<file path="src/rtl/shrot_pkg.sv">
package shrot_pkg;
    typedef enum logic [2:0] {
        OP_ROT_L_CIRC  = 3'd0,
        OP_ROT_R_CIRC  = 3'd1,
        OP_ROT_L_CARRY = 3'd2,
        OP_ROT_R_CARRY = 3'd3,
        OP_SHIFT_L     = 3'd4,
        OP_SHIFT_R_ARI = 3'd5,
        OP_PASS        = 3'd6,
        OP_SHIFT_R_LOG = 3'd7
    } shrot_op_e;

    localparam logic [1:0] GROUP_SHIFT = 2'b00;
    localparam logic [2:0] FIELD_MEM   = 3'd6;
endpackage

</file>
<file path="src/rtl/shrot_decode.sv">
module shrot_decode
    import shrot_pkg::*;
#(
    parameter int OPC_W = 8,
    parameter int SEL_W = 3
) (
    input  logic [OPC_W-1:0] op_byte,
    output shrot_op_e        op,
    output logic [SEL_W-1:0] reg_sel,
    output logic             mem_form,
    output logic             illegal
);
    localparam int FLD_LO = SEL_W;
    localparam int GRP_LO = 2 * SEL_W;

    logic [1:0]       group;
    logic [SEL_W-1:0] field;

    always_comb begin
        group    = op_byte[GRP_LO +: 2];
        field    = op_byte[FLD_LO +: SEL_W];
        reg_sel  = op_byte[SEL_W-1:0];
        mem_form = (reg_sel == FIELD_MEM);
        illegal  = 1'b0;
        op       = OP_PASS;
        if (group != GROUP_SHIFT) begin
            illegal = 1'b1;
        end else begin
            case (field)
                3'd0:    op = OP_ROT_L_CIRC;
                3'd1:    op = OP_ROT_R_CIRC;
                3'd2:    op = OP_ROT_L_CARRY;
                3'd3:    op = OP_ROT_R_CARRY;
                3'd4:    op = OP_SHIFT_L;
                3'd5:    op = OP_SHIFT_R_ARI;
                3'd7:    op = OP_SHIFT_R_LOG;
                default: illegal = 1'b1;
            endcase
        end
    end

    always_comb begin
        a_pass_on_illegal_r13: assert (!illegal || op == OP_PASS);
    end
endmodule

</file>
<file path="src/rtl/shrot_shift.sv">
module shrot_shift
    import shrot_pkg::*;
#(
    parameter int W = 8
) (
    input  shrot_op_e    op,
    input  logic [W-1:0] a,
    input  logic         cin,
    output logic [W-1:0] y,
    output logic         cout
);
    always_comb begin
        y    = a;
        cout = cin;
        case (op)
            OP_ROT_L_CIRC: begin
                y    = {a[W-2:0], a[W-1]};
                cout = a[W-1];
            end
            OP_ROT_R_CIRC: begin
                y    = {a[0], a[W-1:1]};
                cout = a[0];
            end
            OP_ROT_L_CARRY: begin
                y    = {a[W-2:0], cin};
                cout = a[W-1];
            end
            OP_ROT_R_CARRY: begin
                y    = {cin, a[W-1:1]};
                cout = a[0];
            end
            OP_SHIFT_L: begin
                y    = {a[W-2:0], 1'b0};
                cout = a[W-1];
            end
            OP_SHIFT_R_ARI: begin
                y    = {a[W-1], a[W-1:1]};
                cout = a[0];
            end
            OP_SHIFT_R_LOG: begin
                y    = {1'b0, a[W-1:1]};
                cout = a[0];
            end
            default: begin
                y    = a;
                cout = cin;
            end
        endcase
    end
endmodule

</file>
<file path="src/rtl/shrot_flags.sv">
module shrot_flags #(
    parameter int W    = 8,
    parameter int LZ_W = 4
) (
    input  logic [W-1:0] y,
    output logic         sign,
    output logic         zero,
    output logic         lz
);
    always_comb begin
        sign = y[W-1];
        zero = ~|y;
        lz   = ~|y[W-1 -: LZ_W];
    end

    always_comb begin
        a_zero_implies_lz_r11: assert (!zero || lz);
    end
endmodule

</file>
<file path="src/rtl/shrot_unit.sv">
module shrot_unit
    import shrot_pkg::*;
#(
    parameter int BYTE_W = 8,
    parameter int LZ_W   = 4
) (
    input  logic                clk,
    input  logic                rst_n,
    input  logic [BYTE_W-1:0]   op_byte_i,
    input  logic                wide_i,
    input  logic [2*BYTE_W-1:0] operand_i,
    input  logic                carry_i,
    output logic [2*BYTE_W-1:0] result_o,
    output logic                carry_o,
    output logic                sign_o,
    output logic                zero_o,
    output logic                lz_o,
    output logic [2:0]          reg_sel_o,
    output logic                mem_form_o,
    output logic                illegal_o
);
    localparam int WORD_W = 2 * BYTE_W;
    localparam int SEL_W  = 3;

    typedef struct packed {
        logic [WORD_W-1:0] result;
        logic              carry;
        logic              sign;
        logic              zero;
        logic              lz;
        logic [SEL_W-1:0]  reg_sel;
        logic              mem_form;
        logic              illegal;
    } out_s;

    shrot_op_e         dec_op;
    logic [SEL_W-1:0]  dec_sel;
    logic              dec_mem;
    logic              dec_ill;
    logic [BYTE_W-1:0] n_y;
    logic              n_c;
    logic [WORD_W-1:0] w_y;
    logic              w_c;
    logic              n_sign, n_zero, n_lz;
    logic              w_sign, w_zero, w_lz;
    out_s              out_d, out_q;

    shrot_decode #(.OPC_W(BYTE_W), .SEL_W(SEL_W)) u_decode (
        .op_byte  (op_byte_i),
        .op       (dec_op),
        .reg_sel  (dec_sel),
        .mem_form (dec_mem),
        .illegal  (dec_ill)
    );

    shrot_shift #(.W(BYTE_W)) u_shift_narrow (
        .op   (dec_op),
        .a    (operand_i[BYTE_W-1:0]),
        .cin  (carry_i),
        .y    (n_y),
        .cout (n_c)
    );

    shrot_shift #(.W(WORD_W)) u_shift_wide (
        .op   (OP_ROT_R_CARRY),
        .a    (operand_i),
        .cin  (carry_i),
        .y    (w_y),
        .cout (w_c)
    );

    shrot_flags #(.W(BYTE_W), .LZ_W(LZ_W)) u_flags_narrow (
        .y    (n_y),
        .sign (n_sign),
        .zero (n_zero),
        .lz   (n_lz)
    );

    shrot_flags #(.W(WORD_W), .LZ_W(LZ_W)) u_flags_wide (
        .y    (w_y),
        .sign (w_sign),
        .zero (w_zero),
        .lz   (w_lz)
    );

    always_comb begin
        out_d          = '0;
        out_d.reg_sel  = dec_sel;
        out_d.mem_form = dec_mem;
        if (wide_i) begin
            out_d.result  = w_y;
            out_d.carry   = w_c;
            out_d.sign    = w_sign;
            out_d.zero    = w_zero;
            out_d.lz      = w_lz;
            out_d.illegal = 1'b0;
        end else begin
            out_d.result  = {{BYTE_W{1'b0}}, n_y};
            out_d.carry   = n_c;
            out_d.sign    = n_sign;
            out_d.zero    = n_zero;
            out_d.lz      = n_lz;
            out_d.illegal = dec_ill;
        end
    end

    always_ff @(posedge clk or negedge rst_n) begin
        if (!rst_n) begin
            out_q <= '0;
        end else begin
            out_q <= out_d;
        end
    end

    assign result_o   = out_q.result;
    assign carry_o    = out_q.carry;
    assign sign_o     = out_q.sign;
    assign zero_o     = out_q.zero;
    assign lz_o       = out_q.lz;
    assign reg_sel_o  = out_q.reg_sel;
    assign mem_form_o = out_q.mem_form;
    assign illegal_o  = out_q.illegal;

    p_reset_clear_r1: assert property (@(posedge clk)
        !rst_n |=> (result_o == '0 && !carry_o && !illegal_o && !zero_o));

    p_wide_rotate_r10: assert property (@(posedge clk) disable iff (!rst_n)
        ($past(rst_n) && $past(wide_i)) |->
            (carry_o == $past(operand_i[0]) && result_o[WORD_W-1] == $past(carry_i)
             && !illegal_o));

    p_upper_clear_r11: assert property (@(posedge clk) disable iff (!rst_n)
        ($past(rst_n) && !$past(wide_i)) |-> (result_o[WORD_W-1:BYTE_W] == '0));

    p_zero_flag_r11: assert property (@(posedge clk) disable iff (!rst_n)
        zero_o |-> (result_o == '0 && lz_o && !sign_o));

    p_mem_form_r12: assert property (@(posedge clk) disable iff (!rst_n)
        $past(rst_n) |-> (mem_form_o == ($past(op_byte_i[SEL_W-1:0]) == FIELD_MEM)));

    p_illegal_pass_r13: assert property (@(posedge clk) disable iff (!rst_n)
        illegal_o |-> (carry_o == $past(carry_i)
                       && result_o[BYTE_W-1:0] == $past(operand_i[BYTE_W-1:0])));
endmodule

</file>
<file path="config.mk">
export PLATFORM = sky130hd
export DESIGN_NAME = shrot_unit
export DESIGN_NICKNAME = d
export VERILOG_FILES = /design/src/rtl/shrot_pkg.sv /design/src/rtl/shrot_decode.sv /design/src/rtl/shrot_shift.sv /design/src/rtl/shrot_flags.sv /design/src/rtl/shrot_unit.sv
export SDC_FILE = /design/constraint.sdc
export NUM_CORES = 1
export LEC_CHECK = 0
export BUFFER_PORTS_ARGS = -buffer_cell sky130_fd_sc_hd__buf_2
export CAP_MARGIN = 40
export CORE_MARGIN = 5
export CORE_UTILIZATION = 44
export CTS_BUF_LIST = sky130_fd_sc_hd__clkbuf_4 sky130_fd_sc_hd__clkbuf_8
export CTS_CLUSTER_DIAMETER = 50
export DETAILED_ROUTE_END_ITERATION = 10
export PLACE_DENSITY = 0.88
export SLEW_MARGIN = 10
export SYNTH_ARGS = -nofsm -noshare
export SYNTH_HDL_FRONTEND = slang
export SYNTH_SLANG_ARGS = --single-unit
</file>
<file path="constraint.sdc">
create_clock -name clk -period 0.8 [get_ports clk]
set_clock_uncertainty 0.05 [all_clocks]
set_input_delay 0.2 -clock clk [delete_from_list [all_inputs] [get_ports clk]]
set_output_delay 0.2 -clock clk [all_outputs]
set_load 0.005 [all_outputs]
</file>
==> results.cfg <==
[outcome]
status = finished, violations left
violations = negative setup slack

[global_routing]
grtUsageMet2_pct = 35.1
use_met1_pct = 22.0
grt_antenna_before_repair = 0
use_met3_pct = 5.04
overflow = 0
grt_pass1_wl_um = 6380
grt_use_total_pct = 19.7
grt_pass1_vias = 1378
busiest_layer = met2
grt_max_degree = 26

[cells_and_area]
fillCellCount = 184
multiInputGateArea_um2 = 698
regArea_um2 = 626
n_antenna_cell = 0
areaGrowthSynthToFinish_pct = 67.6
drive_above_1_share_pct = 62.3
final_net_count = 233

[timing]
fin_crit_ps = 1220
grt_setup_unrepaired = true
worstMarginPinSlew_ps = 337
setup_violations = 38
finalHoldViolCount = 0
slew_viol_final = 0
finalSetupTns_ps = -9570
postLayoutSetupSlackWorst_ps = -417
period_share_pct = 152
slew-limit-headroom_pct = 77.3
fmax_ghz = 0.822

[floorplan]
rows = 19
start_util_pct = 44.9
io_pins = 53
die_y_um = 62.6
die_w_um = 62.6
die_area_um2 = 3920
design.core.area_um2 = 2710

[power]
p_per_area_nw_per_um2 = 1350
p_int_mw = 1.96
combinationalPowerShare_pct = 29.9
p_clk_share_pct = 20.6
pwr-share-seq_pct = 49.4
peakVddDrop_mv = 1.13
p_leak_nw = 0.977
p_sw_share_pct = 28.8
switchingPower_mw = 0.793

[logic_synthesis]
avgSynthCellArea_um2 = 10.4
syn_area_um2 = 1220
synth_seq_cells = 25
synth_common_cells = dfrtp_1 (25), a21oi_1 (11), o22ai_1 (10)
ys.flop_type = dfrtp_1
synth_top_area_cell = dfrtp_1
netlist.area_leader.share_pct = 51.4
synth.most_common_cell = dfrtp_1
synth-edff-count = 0
synth_warnings = 0
yosys-top-cells-area = dfrtp_1 (51%), o22ai_1 (5.1%), and2_1 (4.6%)
synth_async_sr_flop_share_pct = 100
synth_cell_types = 38
syn_nets = 145
seq_area_frac_synth_pct = 51.4
synthCells = 117

[worst_setup_path]
startpoint_type = input pin
crit_fanout = 6
path_class = in2reg
endpoint_kind = register
crit_required_ps = 1030
arrival_ps = 1450

[routing]
vias = 1271
drt-wirelength-per-cell_um = 16.9
drt_wl_total_um = 3980
viasPerCell = 5.41
ant_nets = 0
drtIter0Drc = 65
drc = 0
drt_first_pass_iters = 6

[placement]
io_buffers = 52
hpwl_um = 2710
place_ws_ps = -765
place.gp.congestion = 0.847

[hold_path]
hold_depth = 2
hp-class = in2reg
hp-start = operand_i[14]
hold_end = result_o[13]$_DFF_PN0_

[cts]
cts_buffers = 3
cts-root-buf = clkbuf_4
cts.clk_slew.worst_paths_ps = 130
cts_tree = done
ctsLongestPathBuffers = 2
cts_sinks = 25
cts_max_level = 1

[flow_run]
timing.max_cap.violations = 0
area by class of cell:
cell class | instances | area share, %
Inverter | 5 | 1.29
Tap cell | 31 | 1.90
Clock inverter | 1 | 0.245
Timing Repair Buffer | 90 | 30.6
Clock buffer | 3 | 1.10
Sequential cell | 25 | 30.7
Multi-Input combinational cell | 80 | 34.2
timing repair:
item	in CTS	in global routing
endpoints found under the setup margin	38	38
pin swaps	15	4
endpoints found under the hold margin	29	0
buffers inserted	5	1
hold buffers	4	0
gates resized for setup	31	11
routing by layer:
layer	vias up	routed length, µm
met5	-	0
met4	0	109
met3	11	303
met2	56	2040
met1	604	1530
li1	600	-
kinds of logic (layout without fill, tap and decap cells):
group,count (synthesis),in the layout,synth area share (%)
AND/OR/NAND/NOR,38,38,18.1
buffers and inverters,12,99,5.75
flip-flops,25,25,51.4
multiplexers,6,6,5.45
AO/OA/AOI/OAI,36,36,19.3
power by group through the flow:
| stage | Sequential (mW) | Clock, mW | Combinational (mW) |
|---|---|---|---|
| 4_1_cts | 1.36 | 0.559 | 0.764 |
| 3_5_place_dp | 1.39 | 0 | 0.655 |
| 2_1_floorplan | 1.41 | 0 | 0.281 |
| 6_report | 1.36 | 0.568 | 0.824 |
| 5_1_grt | 1.37 | 0.634 | 0.886 |
| 3_3_place_gp | 1.39 | 0 | 0.633 |
critical path, stage by stage:
cell and delay (ps):
buf_2 170, clkinv_4 100, buf_4 170, nor2_1 130, o22ai_1 120, nor4_1 380, a21o_1 180
cells in the final DEF, fill, tap and decap left out, types with 2 or more instances in the layout:
cell type,n
a211oi_2,2
a21oi_1,3
a21oi_2,8
and2_1,8
buf_12,2
buf_2,48
buf_4,28
buf_6,7
clkbuf_4,3
dfrtp_1,25
dlygate4sd3_1,4
inv_1,3
mux2_2,3
mux2_4,2
nand2b_1,2
nand3_1,3
nor2_1,8
nor3_1,2
nor4_1,3
o21ai_1,2
o22a_1,2
o22ai_1,3
o22ai_2,5
o22ai_4,2
sequential cells by signal, summed over array words and instances (netlist names):
signal	flops
mem_form_o	1
zero_o	1
lz_o	1
carry_o	1
result_o	16
sign_o	1
illegal_o	1
reg_sel_o	3
how the worst max path moves through the flow:
| stage | start | depth (start not counted) | endpoint | slack, ps |
|---|---|---|---|---|
| finish | op_byte_i[3] | 7 | zero_o$_DFF_PN0_ | -420 |
| global route | op_byte_i[3] | 7 | zero_o$_DFF_PN0_ | -450 |
| CTS | op_byte_i[6] | 8 | zero_o$_DFF_PN0_ | -330 |
| detailed placement | op_byte_i[7] | 8 | zero_o$_DFF_PN0_ | -760 |
| global placement | op_byte_i[7] | 7 | zero_o$_DFF_PN0_ | -660 |
| floorplan | op_byte_i[5] | 7 | zero_o$_DFF_PN0_ | -450 |
per-stage QoR:
step / utilization [%] / instance area [µm²] / cells / power (mW) / hold slack, ps
after floorplan: - / 1280 / 117 / 1.69 / -146
after global placement: 64.6 / 1750 / 222 / 2.02 / 96.9
after detailed placement: 64.6 / 1750 / 222 / 2.04 / 98.3
after CTS: 73.1 / 1980 / 234 / 2.69 / 52.1
after global routing: 75.3 / 2040 / 235 / 2.89 / 30.1
final: 75.3 / 2040 / 235 / 2.75 / 39.1
Power figures use the tool's default switching activity.
